<file path="config.mk">
export PLATFORM = sky130hd
export DESIGN_NAME = tmr_wave_unit
export DESIGN_NICKNAME = d
export VERILOG_FILES = /design/src/rtl/tmr_wave_pkg.sv /design/src/rtl/tmr_wave_ctrl.sv /design/src/rtl/tmr_wave_out.sv /design/src/rtl/tmr_wave_unit.sv
export SDC_FILE = /design/constraint.sdc
export NUM_CORES = 1
export LEC_CHECK = 0
export BUFFER_PORTS_ARGS = -buffer_cell sky130_fd_sc_hd__buf_2
export CORE_UTILIZATION = 50
export CTS_CLUSTER_DIAMETER = 120
export DETAILED_ROUTE_END_ITERATION = 7
export GPL_TIMING_DRIVEN = 0
export PLACE_DENSITY = 0.8
export SYNTH_ARGS = -nofsm -noshare
export SYNTH_HDL_FRONTEND = slang
export SYNTH_HIERARCHICAL = 1
export SYNTH_SLANG_ARGS = --single-unit
</file>
<file path="constraint.sdc">
create_clock -name clk -period 2.6 [get_ports clk]
set_input_delay 0.13 -clock clk [delete_from_list [all_inputs] [get_ports clk]]
set_output_delay 0.13 -clock clk [all_outputs]
set_load 0.02 [all_outputs]
</file>
<file path="src/rtl/tmr_wave_pkg.sv">
package tmr_wave_pkg;

  typedef enum logic [1:0] {
    MODE_DIRECT = 2'b00,
    MODE_SAW    = 2'b01,
    MODE_TRI    = 2'b10,
    MODE_SPARE  = 2'b11
  } waveMode_e;

  // Events the counter control hands to the output datapath each cycle
  typedef struct packed {
    logic hit;       // enabled cycle with count equal to the active compare value
    logic atBottom;  // enabled cycle with count at zero
    logic stepDown;  // triangle mode: the next step lowers the count
    logic cmpIsTop;  // active compare value equals TOP
  } cmpEvents_t;

endpackage

</file>
<file path="src/rtl/tmr_wave_ctrl.sv">
module tmr_wave_ctrl
  import tmr_wave_pkg::*;
#(
  parameter int CNT_W = 8
) (
  input  logic             clk,
  input  logic             rstN,
  input  logic             enable,
  input  waveMode_e        mode,
  input  logic             topSel,
  input  logic [CNT_W-1:0] cmpIn,
  output logic [CNT_W-1:0] cnt,
  output cmpEvents_t       ev,
  output logic             ovf,
  output logic             match
);

  localparam logic [CNT_W-1:0] MAXV = {CNT_W{1'b1}};
  localparam logic [CNT_W-1:0] ZERO = {CNT_W{1'b0}};

  logic [CNT_W-1:0] cntQ, cntNext, cmpBufQ, cmpAct, topVal;
  logic             dirDownQ, dirNext, upStep;
  logic             isTri, isSaw, isDirect, atTop, atZero, loadBuf, topIsZero;

  always_comb begin
    isTri     = (mode == MODE_TRI);
    isSaw     = (mode == MODE_SAW);
    isDirect  = !isTri && !isSaw;
    cmpAct    = isDirect ? cmpIn : cmpBufQ;
    topVal    = topSel ? cmpAct : MAXV;
    topIsZero = (topVal == ZERO);
    atTop     = (cntQ == topVal);
    atZero    = (cntQ == ZERO);
    upStep    = dirDownQ ? atZero : !atTop;

    if (isTri) begin
      if (topIsZero) begin
        cntNext = ZERO;
        dirNext = 1'b0;
      end else begin
        cntNext = upStep ? cntQ + 1'b1 : cntQ - 1'b1;
        dirNext = !upStep;
      end
    end else begin
      cntNext = atTop ? ZERO : cntQ + 1'b1;
      dirNext = 1'b0;
    end

    loadBuf = isDirect || (enable && atTop);
  end

  always_ff @(posedge clk) begin
    if (!rstN) begin
      cntQ     <= ZERO;
      dirDownQ <= 1'b0;
      cmpBufQ  <= ZERO;
    end else begin
      if (enable) begin
        cntQ     <= cntNext;
        dirDownQ <= dirNext;
      end
      if (loadBuf) cmpBufQ <= cmpIn;
    end
  end

  always_comb begin
    match       = enable && (cntQ == cmpAct);
    ovf         = enable && (isTri ? atZero : (isSaw ? atTop : (cntQ == MAXV)));
    ev.hit      = match;
    ev.atBottom = enable && atZero;
    ev.stepDown = isTri && !topIsZero && !upStep;
    ev.cmpIsTop = (cmpAct == topVal);
    cnt         = cntQ;
  end

  // a disabled cycle leaves the count where it was
  assert_hold_count_R2: assert property (@(posedge clk) disable iff (!rstN)
    !enable |=> $stable(cntQ))
    else $error("count moved while disabled");

  // sawtooth returns to zero after TOP
  assert_saw_wrap_R5: assert property (@(posedge clk) disable iff (!rstN)
    (isSaw && enable && atTop) |=> (cntQ == ZERO))
    else $error("sawtooth did not wrap at TOP");

  // triangle turns at TOP and steps down by one
  assert_tri_turn_R8: assert property (@(posedge clk) disable iff (!rstN)
    (isTri && enable && atTop && !topIsZero) |=> (cntQ == CNT_W'($past(topVal) - 1'b1)))
    else $error("triangle did not turn at TOP");

endmodule

</file>
<file path="src/rtl/tmr_wave_out.sv">
module tmr_wave_out
  import tmr_wave_pkg::*;
(
  input  logic       clk,
  input  logic       rstN,
  input  waveMode_e  mode,
  input  logic       topSel,
  input  logic [1:0] outCode,
  input  cmpEvents_t ev,
  output logic       waveOut,
  output logic       overrideEn
);

  logic waveQ, waveNext, isPwm, linked;

  always_comb begin
    isPwm    = (mode == MODE_SAW) || (mode == MODE_TRI);
    linked   = (outCode != 2'b00) && !(isPwm && (outCode == 2'b01) && !topSel);
    waveNext = waveQ;
    if (linked) begin
      if (outCode == 2'b01) begin
        if (ev.hit) waveNext = !waveQ;
      end else begin
        case (mode)
          MODE_SAW: begin
            if (ev.atBottom) waveNext = !outCode[0];
            if (ev.hit && !ev.cmpIsTop) waveNext = outCode[0];
          end
          MODE_TRI: begin
            if (ev.hit) waveNext = ev.stepDown ? !outCode[0] : outCode[0];
          end
          default: begin
            if (ev.hit) waveNext = outCode[0];
          end
        endcase
      end
    end
  end

  always_ff @(posedge clk) begin
    if (!rstN) waveQ <= 1'b0;
    else       waveQ <= waveNext;
  end

  assign waveOut    = waveQ;
  assign overrideEn = linked;

  // a disconnected code never moves the output register
  assert_code_off_hold_R3: assert property (@(posedge clk) disable iff (!rstN)
    (outCode == 2'b00) |=> $stable(waveQ))
    else $error("output moved with code 00");

  // toggle code without top-select in PWM leaves the output alone
  assert_toggle_off_hold_R7: assert property (@(posedge clk) disable iff (!rstN)
    (isPwm && outCode == 2'b01 && !topSel) |=> $stable(waveQ))
    else $error("output moved while toggle code disconnected");

  // non-inverting sawtooth clears on an ordinary match
  assert_saw_clear_R6: assert property (@(posedge clk) disable iff (!rstN)
    (mode == MODE_SAW && outCode == 2'b10 && ev.hit && !ev.cmpIsTop) |=> !waveQ)
    else $error("sawtooth match did not clear");

  // code 10 clears on a match taken on a rising step
  assert_tri_up_clear_R9: assert property (@(posedge clk) disable iff (!rstN)
    (mode == MODE_TRI && outCode == 2'b10 && ev.hit && !ev.stepDown) |=> !waveQ)
    else $error("triangle rising match did not clear");

endmodule

</file>
<file path="src/rtl/tmr_wave_unit.sv">
module tmr_wave_unit
  import tmr_wave_pkg::*;
#(
  parameter int CNT_W = 8
) (
  input  logic             clk,
  input  logic             rstN,
  input  logic             enable,
  input  logic [1:0]       genMode,
  input  logic             topSel,
  input  logic [1:0]       outCode,
  input  logic [CNT_W-1:0] cmpIn,
  output logic [CNT_W-1:0] cntOut,
  output logic             waveOut,
  output logic             overrideEn,
  output logic             ovfStrobe,
  output logic             matchStrobe
);

  waveMode_e  mode;
  cmpEvents_t events;

  assign mode = waveMode_e'(genMode);

  tmr_wave_ctrl #(.CNT_W(CNT_W)) u_ctrl (
    .clk    (clk),
    .rstN   (rstN),
    .enable (enable),
    .mode   (mode),
    .topSel (topSel),
    .cmpIn  (cmpIn),
    .cnt    (cntOut),
    .ev     (events),
    .ovf    (ovfStrobe),
    .match  (matchStrobe)
  );

  tmr_wave_out u_out (
    .clk        (clk),
    .rstN       (rstN),
    .mode       (mode),
    .topSel     (topSel),
    .outCode    (outCode),
    .ev         (events),
    .waveOut    (waveOut),
    .overrideEn (overrideEn)
  );

endmodule

</file>
==> metrics.md, run 1 <==
| Metric | Value |
|---|---|
| Run status | `finished with violations` |
| Violations in the final reports | `setup timing` |
| Sequential element share of the synthesized area | `19.3%` |
| Worst endpoint data arrival time | `2820 ps` |
| Dominant combinational cell family by area after synthesis | `simple AND/OR/NAND/NOR gates` |
| Final setup violation count | `1` |
| Main flop type after synthesis | `dfxtp_1` |
| Flip-flop and latch count after synthesis | `18` |
| First-pass GRT wire length | `8470 µm` |
| Global routing usage summed across all routing layers | `27.0%` |
| Hold Violations, Final | `0` |
| CP startpoint | `genMode[0]` |
| Initial core utilization | `53.8%` |
| Element type at the critical path start | `input pin` |
| Compound-gate portion of the synthesized area | `25.5%` |
| Static power due to leakage | `0.943 nW` |
| Unique masters post-synth | `65` |
| Unrepaired setup endpoints after global routing | `true` |
| Number of slew-limit violations in the final report | `0` |
| Worst reg2reg startpoint | `u_ctrl/cmpBufQ[7]` |
| Largest voltage drop on the vdd net | `0.000215 V` |
| Overall Power | `0.860 mW` |
| Clock Latency Late Sink | `260 ps` |
| Final critical-path required period | `2640 ps` |
| Int Power | `0.548 mW` |
| Gpl congestion | `0.891` |
| Standard cell with the maximum stage delay on the critical path | `or3_4` |
| Net Switching | `0.312 mW` |
| Sequential share of power | `36.6%` |
| Clock Sinks | `18` |
| Crit path capture type | `register` |
| Post-DP HPWL | `3740 µm` |
| Switching Share | `36.2%` |
| Mapped Nets | `256` |
| ANT cells | `0` |
| Vias/cell | `6.29` |
| Final period utilization | `102%` |
| Floorplan die width | `63.1 µm` |
| Yosys top cell by area | `dfxtp_1` |
| Fraction of synthesized cell area taken by the top area cell type | `19.3%` |
| Cell Rows | `21` |
| Xor-xnor portion of the synthesized cell area | `4.69%` |
| Largest net degree at the start of global routing | `11` |
| Clk pwr share | `24.0%` |
| GRT Residual Overflow | `0` |
| Headroom to the max-slew limit | `60.2%` |
| Final Worst Setup Slack | `-43.5 ps` |
| Maximum level of the CTS H-tree | `1` |
| FILL cells | `309` |
| Final hold slack | `169 ps` |
| Count of vias placed by the detailed router | `1970` |
| Synthesized-area fraction occupied by adder cells | `4.69%` |
| Initial DRC Count | `137` |
| CP cell instances | `buf_8 -> inv_4 -> ha_4 -> mux2_4 -> or3_4 -> a2111oi_4 -> o2111ai_2 -> a21o_1 -> inv_2 -> a22oi_2 -> nor3_2 -> buf_4 -> a311oi_2 -> o32ai_1` |
| Combined flip-flop and latch cell area | `362 µm²` |
| Transition time of the tightest slew-check pin | `597 ps` |
| Area fraction in and, or, nand and nor cells after synthesis | `27.0%` |
| Count of flip-flops with a built-in enable after synthesis | `0` |
| Post-DR wirelength/cell | `16.7 µm` |
| Crit Path Category | `in2reg` |
| IO Port Bufs | `27` |
| Buffer depth of the longest clock path | `2` |
| Warnings, synthesis | `6` |
| Top-Level Pins | `28` |
| Commonest cells in the netlist | `nor2_1, dfxtp_1, mux2i_1` |
| Top area cells in the synthesized netlist | `dfxtp_1, mux2i_1, nor2_1, ha_1, a21oi_1` |
| Crit path max-delay family | `compound AO/OA/AOI/OAI gates` |
| Post-detailed-routing wire length | `5220 µm` |
| Comb power frac | `39.4%` |
| Hold crit path type | `in2reg` |
| Count of mapped cells out of synthesis | `233` |
| Area of combinational cells with multiple inputs | `1490 µm²` |
| Final cell utilization of the core | `66.2%` |
| Post-route clock skew | `1.23 ps` |
| Library cell with the highest instance count after synthesis | `nor2_1` |
| Buffers & Inverters on Critical Path | `4` |
| Clock tree from TritonCTS | `yes` |
| Root buffer cell | `clkbuf_8` |
| Max Freq | `378 MHz` |
| Number of remaining DRC errors | `0` |
| Drt first pass iters | `5` |
| Power density normalized to cell area | `374 nW/µm²` |
| Post-Syn Area | `1870 µm²` |
| Area added between synthesis and finish | `23.1%` |
| Die H | `63.1 µm` |
| Number of max-cap violations | `0` |
| Die outline area | `3980 µm²` |
| Mean cell area of the mapped netlist | `8.01 µm²` |
| Antenna violations before repair | `0` |
| Synth async-reset ratio | `0%` |
| Fraction of layout instances using a drive strength above 1 | `28.5%` |
| Placeable core area | `3470 µm²` |
| Data required time of the critical path | `2770 ps` |
| Number of buffers created by CTS | `3` |
| Highest fanout seen on the critical path | `4` |
| Antenna Violating Nets Remaining | `0` |
| Mux share of post-synthesis cell area | `11.1%` |
| Clock-pin slew reported for the worst setup and hold paths after clock tree synthesis | `70 ps` |
| Beginning of the worst hold path | `cmpIn[7]` |
| Number of global-route vias before repair | `1789` |
| Delay of the slowest cell on the worst path | `390 ps` |
| Number of nets in the finished design | `292` |
cells by family (layout without fill, tap and decap cells):
family                     Yosys count  after routing
and+or+nand+nor                     90             90
AOI/OAI and AO/OA                   59             59
buffers and inverters               29             63
muxes                               20             20
DFF                                 18             18
xor gates and xnor gates            10             10
adders and majority gates            7              7
registers in the layout, indices dropped and copies added, names as in the netlist:
name and cells:
u_ctrl/cmpBufQ 8, u_ctrl/cnt 8, u_ctrl/dirDownQ 1, u_out/waveOut 1
through the flow:
stage	instances	setup TNS, ps	setup slack (ps)	instance area (µm²)
2_1_floorplan	233	0	22.8	1900
3_3_place_gp	306	-1650	-313	2090
3_5_place_dp	306	-2000	-381	2090
4_1_cts	311	0	0.845	2170
5_1_grt	313	-251	-147	2300
6_report	313	-43.5	-43.5	2300
worst paths after layout:
check                           slack [ps]  cells past startpoint                end
worst min-delay path                   170                      3  u_ctrl/cmpBufQ[7]
worst max register to register         -40                     11      u_out/waveOut
worst max-delay path                   -40                     14      u_out/waveOut
worst min register to register         480                      2      u_out/waveOut
worst register-to-register path, cell delays in order (launching register included):
cell       delay (ps)
dfxtp_2           340
mux2_4            290
or3_4             390
a2111oi_4         320
o2111ai_2         230
a21o_1            280
inv_2             100
a22oi_2            80
nor3_2            210
buf_4             150
a311oi_2           40
o32ai_1           120
what timing repair did:
item	in CTS	in global routing
hold buffers	0	0
buffers inserted	2	4
pin swaps	2	13
resized for setup	4	22
endpoints found under the setup margin	2	10
area by class of cell:
class / instances / share of cell area [%]
multi-input cells: 186 / 64.7
flip-flops and latches: 18 / 15.7
repair buffers: 33 / 9.10
plain buffers: 10 / 3.27
inverters: 17 / 2.89
well taps: 46 / 2.51
clock buffers: 3 / 1.80
cells in the final DEF, fill, tap and decap left out, types with 3 or more instances in the layout:
master,n
a21o_1,3
a21oi_1,16
and3_1,6
buf_2,26
buf_4,7
clkbuf_1,4
clkbuf_8,4
dfxtp_1,17
ha_1,6
inv_1,15
mux2i_1,10
mux2i_2,3
mux2i_4,4
nand2_1,15
nand2b_1,3
nand3_1,7
nand3b_1,3
nand4_1,3
nand4b_1,3
nor2_1,25
nor3_1,3
nor4_1,4
o21ai_0,6
xnor2_1,8
power by group through the flow:
stage	sequential, mW	combinational [mW]	clock, mW
after floorplan	0.318	0.216	0
after global placement	0.316	0.285	0
after detailed placement	0.316	0.292	0
after CTS	0.310	0.297	0.205
after global routing	0.317	0.365	0.220
final	0.315	0.339	0.206
metal layers:
layer  track usage, %  share of wire, %
met1             34.4                43
met3             4.53               7.6
met2             45.4                47
met4             9.01               2.3
met5                0                 0
Power figures use the tool's default switching activity.
==> inputs of run 2 (changes only) <==
- PLACE_DENSITY: 0.8 -> 0.86
- SKIP_LAST_GASP: unset -> 1
==> metrics.md, run 2 (synthesized netlist as in run 1, its figures left out) <==
| Metric | Value |
|---|---|
| Number of slew-limit violations in the final report | `0 (unchanged)` |
| Max Freq | `390 MHz (was 378 MHz)` |
| Top-Level Pins | `28 (unchanged)` |
| Slack of the worst reg-to-reg path | `30 ps (was -40 ps)` |
| Largest voltage drop on the vdd net | `0.000227 V (was 0.000215 V)` |
| Final critical-path required period | `2570 ps (was 2640 ps)` |
| ANT cells | `0 (unchanged)` |
| Count of vias placed by the detailed router | `2002 (was 1970)` |
| Switching Share | `35.7% (was 36.2%)` |
| Gpl congestion | `0.910 (was 0.891)` |
| First-pass GRT wire length | `8600 µm (was 8470 µm)` |
| Antenna violations before repair | `0 (unchanged)` |
| Buffer depth of the longest clock path | `2 (unchanged)` |
| Reg2Reg Depth | `8 (was 11)` |
| Global routing usage summed across all routing layers | `27.4% (was 27.0%)` |
| Floorplan die width | `63.1 µm (unchanged)` |
| Clock tree from TritonCTS | `yes (unchanged)` |
| Highest-count cells in the layout ignoring fill and taps | `buf_2, nor2_1, dfxtp_1 (unchanged)` |
| Die outline area | `3980 µm² (unchanged)` |
| Unrepaired setup endpoints after global routing | `true (unchanged)` |
| Number of buffers created by CTS | `3 (unchanged)` |
| End of the worst register-to-register path | `u_ctrl/cnt[3] (was u_out/waveOut)` |
| Final period utilization | `98.7% (was 102%)` |
| Post-DR wirelength/cell | `16.7 µm (about the same)` |
| Highest fanout seen on the critical path | `3 (was 4)` |
| Int Power | `0.570 mW (was 0.548 mW)` |
| Worst reg2reg startpoint | `u_ctrl/cmpBufQ[7] (unchanged)` |
| Die H | `63.1 µm (unchanged)` |
| Static power due to leakage | `0.944 nW (was 0.943 nW)` |
| Vias/cell | `6.36 (was 6.29)` |
| Headroom to the max-slew limit | `62.9% (was 60.2%)` |
| Data required time of the critical path | `2800 ps (was 2770 ps)` |
| Hold Violations, Final | `0 (unchanged)` |
| Element type at the critical path start | `register (was input pin)` |
| CP cell instances | `mux2_4 -> or3_4 -> a2111oi_4 -> o2111ai_2 -> nand2_2 -> mux2_4 -> or3_1 -> a31oi_1 (was buf_8 -> inv_4 -> ha_4 -> mux2_4 -> or3_4 -> a2111oi_4 -> o2111ai_2 -> a21o_1 -> inv_2 -> a22oi_2 -> nor3_2 -> buf_4 -> a311oi_2 -> o32ai_1)` |
| Area added between synthesis and finish | `21.4% (was 23.1%)` |
| Leading cell type in the layout, fill and taps excluded | `buf_2 (unchanged)` |
| Clk pwr share | `27.7% (was 24.0%)` |
| Number of max-cap violations | `0 (unchanged)` |
| Worst endpoint data arrival time | `2760 ps (was 2820 ps)` |
| Maximum level of the CTS H-tree | `1 (unchanged)` |
| Initial core utilization | `53.8% (unchanged)` |
| Combined flip-flop and latch cell area | `362 µm² (unchanged)` |
| Number of remaining DRC errors | `0 (unchanged)` |
| Most Frequent Cell on Critical Path | `mux2_4` |
| Crit path capture type | `register (unchanged)` |
| Final cell utilization of the core | `65.4% (was 66.2%)` |
| Transition time of the tightest slew-check pin | `557 ps (was 597 ps)` |
| CP startpoint | `u_ctrl/cmpBufQ[7] (was genMode[0])` |
| Standard cell with the maximum stage delay on the critical path | `a2111oi_4 (was or3_4)` |
| Root buffer cell | `clkbuf_8 (unchanged)` |
| Number of nets in the finished design | `293 (was 292)` |
| Cell Rows | `21 (unchanged)` |
| Destination of the critical timing path | `u_ctrl/cnt[3] (was u_out/waveOut)` |
| Comb power frac | `37.0% (was 39.4%)` |
| Net Switching | `0.316 mW (was 0.312 mW)` |
| Power density normalized to cell area | `391 nW/µm² (was 374 nW/µm²)` |
| Largest net degree at the start of global routing | `11 (unchanged)` |
| Clock Sinks | `18 (unchanged)` |
| Clock-pin slew reported for the worst setup and hold paths after clock tree synthesis | `80 ps (was 70 ps)` |
| Initial DRC Count | `202 (was 137)` |
| Antenna Violating Nets Remaining | `0 (unchanged)` |
| Drt first pass iters | `5 (unchanged)` |
| Run status | `finished clean (was finished with violations)` |
| FILL cells | `290 (was 309)` |
| Quantity of hold-fixing buffers added after cts | `0 (unchanged)` |
| Clock Latency Late Sink | `270 ps (was 260 ps)` |
| Number of global-route vias before repair | `1909 (was 1789)` |
| IO Port Bufs | `27 (unchanged)` |
| Delay of the slowest cell on the worst path | `380 ps (was 390 ps)` |
| Hold crit path type | `in2reg (unchanged)` |
| Sequential share of power | `35.4% (was 36.6%)` |
| Placeable core area | `3470 µm² (unchanged)` |
| Area of combinational cells with multiple inputs | `1450 µm² (was 1490 µm²)` |
| Post-route clock skew | `4.38 ps (was 1.23 ps)` |
| Post-DP HPWL | `3780 µm (was 3740 µm)` |
| GRT Residual Overflow | `0 (unchanged)` |
| Post-detailed-routing wire length | `5270 µm (was 5220 µm)` |
| Fraction of layout instances using a drive strength above 1 | `27.5% (was 28.5%)` |
| Final setup violation count | `0 (was 1)` |
| Crit Path Category | `reg2reg (was in2reg)` |
| Setup TNS | `0 ps (was -43.5 ps)` |
[run 2: metrics by stage]
step           instances  power [mW]  worst slack, ps  cell area, µm²  hold WS [ps]
2_1_floorplan        233       0.534             22.8            1900           248
3_3_place_gp         306       0.599             -305            2090           393
3_5_place_dp         306       0.608             -378            2090           415
4_1_cts              312       0.857             17.9            2170           134
5_1_grt              315       0.930            -89.1            2270           160
6_report             315       0.886             34.3            2270           131
[run 2: metal layers]
metal,part of all wire (%),vias up,wire [µm],track usage [%]
li1,-,934,-,-
met1,39,920,2060,33.4
met2,48,124,2530,45.0
met3,9.1,24,479,4.89
met4,3.7,0,195,15.4
met5,0,-,0,0
[run 2: power by group through the flow]
| stage | clock, mW | sequential, mW | combinational, mW |
|---|---|---|---|
| 4_1_cts | 0.247 | 0.311 | 0.299 |
| 5_1_grt | 0.260 | 0.317 | 0.353 |
| 3_5_place_dp | 0 | 0.316 | 0.292 |
| 6_report | 0.245 | 0.314 | 0.328 |
| 3_3_place_gp | 0 | 0.315 | 0.284 |
| 2_1_floorplan | 0 | 0.318 | 0.216 |
[run 2: worst min path at each step]
stage	endpoint	start	cells past startpoint	slack, ps
2_1_floorplan	u_ctrl/cnt[6]	rstN	1	250
3_3_place_gp	u_ctrl/cmpBufQ[5]	cmpIn[5]	3	390
3_5_place_dp	u_ctrl/cmpBufQ[2]	cmpIn[2]	3	410
4_1_cts	u_ctrl/cmpBufQ[3]	cmpIn[3]	3	130
5_1_grt	u_ctrl/cmpBufQ[7]	cmpIn[7]	3	160
6_report	u_ctrl/cmpBufQ[3]	cmpIn[3]	3	130
[run 2: what timing repair did]
| item | in CTS | in global routing |
|---|---|---|
| pin swaps | 4 | 7 |
| setup endpoints to repair | 3 | 10 |
| endpoints found under the hold margin | 0 | 0 |
| buffers inserted | 2 | 3 |
| gates resized for setup | 3 | 19 |
[run 2: critical path: cells and delay by family, from the launching register on]
| kind | cells | cell delay [ps] |
|---|---|---|
| compound gates | 3 | 790 |
| flops | 1 | 330 |
| mux | 2 | 590 |
| simple gates | 3 | 790 |
[run 2: area by class of cell]
class                           count  share of cell area [%]
Buffer                             12                    3.70
Clock buffer                        4                    2.43
Sequential cell                    18                    15.9
Tap cell                           46                    2.54
Inverter                           17                    2.92
Timing Repair Buffer               32                    8.33
Multi-Input combinational cell    186                    64.1
==> inputs of run 3 (changes only) <==
- PLACE_DENSITY: 0.86 -> 0.79
- clock period: 2.6 -> 3.2 ns (I/O delays scaled with it)
==> metrics.md, run 3 (synthesized netlist as in run 1, its figures left out) <==
| Metric | Value |
|---|---|
| Run status | `finished clean (unchanged)` |
| Floorplan die width | `63.1 µm (unchanged)` |
| Transition time of the tightest slew-check pin | `576 ps (was 557 ps)` |
| Setup TNS | `0 ps (unchanged)` |
| Initial DRC Count | `163 (was 202)` |
| Initial core utilization | `53.8% (unchanged)` |
| Headroom to the max-slew limit | `60.5% (was 62.9%)` |
| Die H | `63.1 µm (unchanged)` |
| IO Port Bufs | `27 (unchanged)` |
| ANT cells | `0 (unchanged)` |
| Hold crit path type | `in2reg (unchanged)` |
| Number of slew-limit violations in the final report | `0 (unchanged)` |
| Post-DR wirelength/cell | `15.5 µm (was 16.7 µm)` |
| Overall Power | `0.648 mW (was 0.886 mW)` |
| Root buffer cell | `clkbuf_8 (unchanged)` |
| Worst endpoint data arrival time | `3160 ps (was 2760 ps)` |
| Leading cell type in the layout, fill and taps excluded | `buf_2 (unchanged)` |
| Final std cell area, no fill | `2100 µm² (was 2270 µm²)` |
| Gpl congestion | `0.895 (was 0.910)` |
| Number of cells upsized or downsized after cts | `0 (was 3)` |
| Highest fanout seen on the critical path | `5 (was 3)` |
| Number of max-cap violations | `0 (unchanged)` |
| Global routing usage summed across all routing layers | `25.8% (was 27.4%)` |
| Clock-pin slew reported for the worst setup and hold paths after clock tree synthesis | `70 ps (was 80 ps)` |
| End of the worst register-to-register path | `u_out/waveOut (was u_ctrl/cnt[3])` |
| Antenna violations before repair | `0 (unchanged)` |
| Worst reg2reg startpoint | `u_ctrl/cnt[4] (was u_ctrl/cmpBufQ[7])` |
| Highest-count cells in the layout ignoring fill and taps | `buf_2, nor2_1, dfxtp_1 (unchanged)` |
| Power density normalized to cell area | `308 nW/µm² (was 391 nW/µm²)` |
| Final setup violation count | `0 (unchanged)` |
| Unrepaired setup endpoints after global routing | `false (was true)` |
| Post-detailed-routing wire length | `4780 µm (was 5270 µm)` |
| Drt first pass iters | `5 (unchanged)` |
| Final Non-Filler Cells | `309 (was 315)` |
| Standard cell with the maximum stage delay on the critical path | `mux2i_1 (was a2111oi_4)` |
| Final period utilization | `93.4%` |
| Number of global-route vias before repair | `1762 (was 1909)` |
| CP cell instances | `buf_2 -> inv_1 -> ha_1 -> mux2i_1 -> a21oi_1 -> a2111oi_4 -> o2111ai_2 -> nand2_1 -> mux2_1 -> or3_1 -> a31oi_1 (was mux2_4 -> or3_4 -> a2111oi_4 -> o2111ai_2 -> nand2_2 -> mux2_4 -> or3_1 -> a31oi_1)` |
| Post-route clock skew | `1.28 ps (was 4.38 ps)` |
| Dpl cell area | `2060 µm² (was 2090 µm²)` |
| Number of nets in the finished design | `288 (was 293)` |
| Hold Violations, Final | `0 (unchanged)` |
| CP startpoint | `genMode[0] (was u_ctrl/cmpBufQ[7])` |
| Maximum level of the CTS H-tree | `1 (unchanged)` |
| FILL cells | `341 (was 290)` |
| Static power due to leakage | `0.905 nW (was 0.944 nW)` |
| Clock Latency Late Sink | `260 ps (was 270 ps)` |
| Antenna Violating Nets Remaining | `0 (unchanged)` |
| Vias/cell | `6.13 (was 6.36)` |
| Placed Instances | `306 (unchanged)` |
| Destination of the critical timing path | `u_ctrl/cnt[3] (unchanged)` |
| GRT Residual Overflow | `0 (unchanged)` |
| Crit path max-delay family | `compound AO/OA/AOI/OAI gates (was simple AND/OR/NAND/NOR gates)` |
| Buffers & Inverters on Critical Path | `2 (was 0)` |
| Buffer depth of the longest clock path | `2 (unchanged)` |
| Top-Level Pins | `28 (unchanged)` |
| Data required time of the critical path | `3370 ps (was 2800 ps)` |
| Post-DP HPWL | `3710 µm (was 3780 µm)` |
| Max Freq | `335 MHz` |
| First-pass GRT wire length | `8090 µm (was 8600 µm)` |
| Number of remaining DRC errors | `0 (unchanged)` |
| Placeable core area | `3470 µm² (unchanged)` |
| Setup fix buffers added after clock tree synthesis | `0 (was 2)` |
| Crit path capture type | `register (unchanged)` |
| Element type at the critical path start | `input pin (was register)` |
| Crit Path Category | `in2reg (was reg2reg)` |
| Slack of the worst reg-to-reg path | `450 ps (was 30 ps)` |
| Reg2Reg Depth | `11 (was 8)` |
| Clock Sinks | `18 (unchanged)` |
| Largest voltage drop on the vdd net | `0.000144 V (was 0.000227 V)` |
| Die outline area | `3980 µm² (unchanged)` |
| Clock tree from TritonCTS | `yes (unchanged)` |
| Delay of the slowest cell on the worst path | `550 ps (was 380 ps)` |
| Largest net degree at the start of global routing | `11 (unchanged)` |
| Fraction of layout instances using a drive strength above 1 | `20.2% (was 27.5%)` |
| Area added between synthesis and finish | `12.5% (was 21.4%)` |
| Cell Rows | `21 (unchanged)` |
| Final critical-path required period | `2990 ps` |
| Count of vias placed by the detailed router | `1894 (was 2002)` |
| Quantity of hold-fixing buffers added after cts | `0 (unchanged)` |
| Crit path depth | `11 (was 8)` |
| Number of buffers created by CTS | `3 (unchanged)` |
## run 3: metrics by stage
stage | hold slack [ps] | setup WS, ps | util [%]
floorplan | 278 | 156 | -
global placement | 423 | 133 | 59.4
detailed placement | 443 | 62.5 | 59.4
CTS | 171 | 306 | 60.6
global route | 185 | 66.3 | 60.6
finish | 172 | 212 | 60.6
## run 3: worst min path at each step
stage                   from                 to  depth (start not counted)  slack (ps)
floorplan               rstN      u_ctrl/cnt[6]                          1         280
global placement    cmpIn[5]  u_ctrl/cmpBufQ[5]                          3         420
detailed placement  cmpIn[7]  u_ctrl/cmpBufQ[7]                          3         440
CTS                 cmpIn[3]  u_ctrl/cmpBufQ[3]                          3         170
global route        cmpIn[3]  u_ctrl/cmpBufQ[3]                          3         180
finish              cmpIn[3]  u_ctrl/cmpBufQ[3]                          3         170
## run 3: cell type report
| cell class | instances | area [µm²] | area share, % |
|---|---|---|---|
| multi-input cells | 186 | 1360 | 64.9 |
| flip-flops and latches | 18 | 360 | 17.2 |
| repair buffers | 27 | 135 | 6.43 |
| plain buffers | 12 | 78.8 | 3.75 |
| inverters | 17 | 63.8 | 3.04 |
| well taps | 46 | 57.6 | 2.74 |
| clock buffers | 3 | 41.3 | 1.97 |
## run 3: power breakdown
part           leakage, nW  internal [mW]  switching, mW
Clock               0.0216         0.0839         0.0780
Combinational        0.736         0.0985          0.135
Sequential           0.147          0.237         0.0151
## run 3: tightest hold or removal path, delay by kind of cell
family / cells / cell delay (ps)
buffers and inverters: 1 / 100
multiplexers: 1 / 60
AND/OR/NAND/NOR: 1 / 70
## run 3: per-layer routing
metal	up-vias	global-route usage (%)	part of all wire [%]
li1	931	-	-
met1	865	34.3	46
met2	87	41.4	44
met3	11	3.26	7.0
met4	0	11.0	2.2
met5	-	0	0
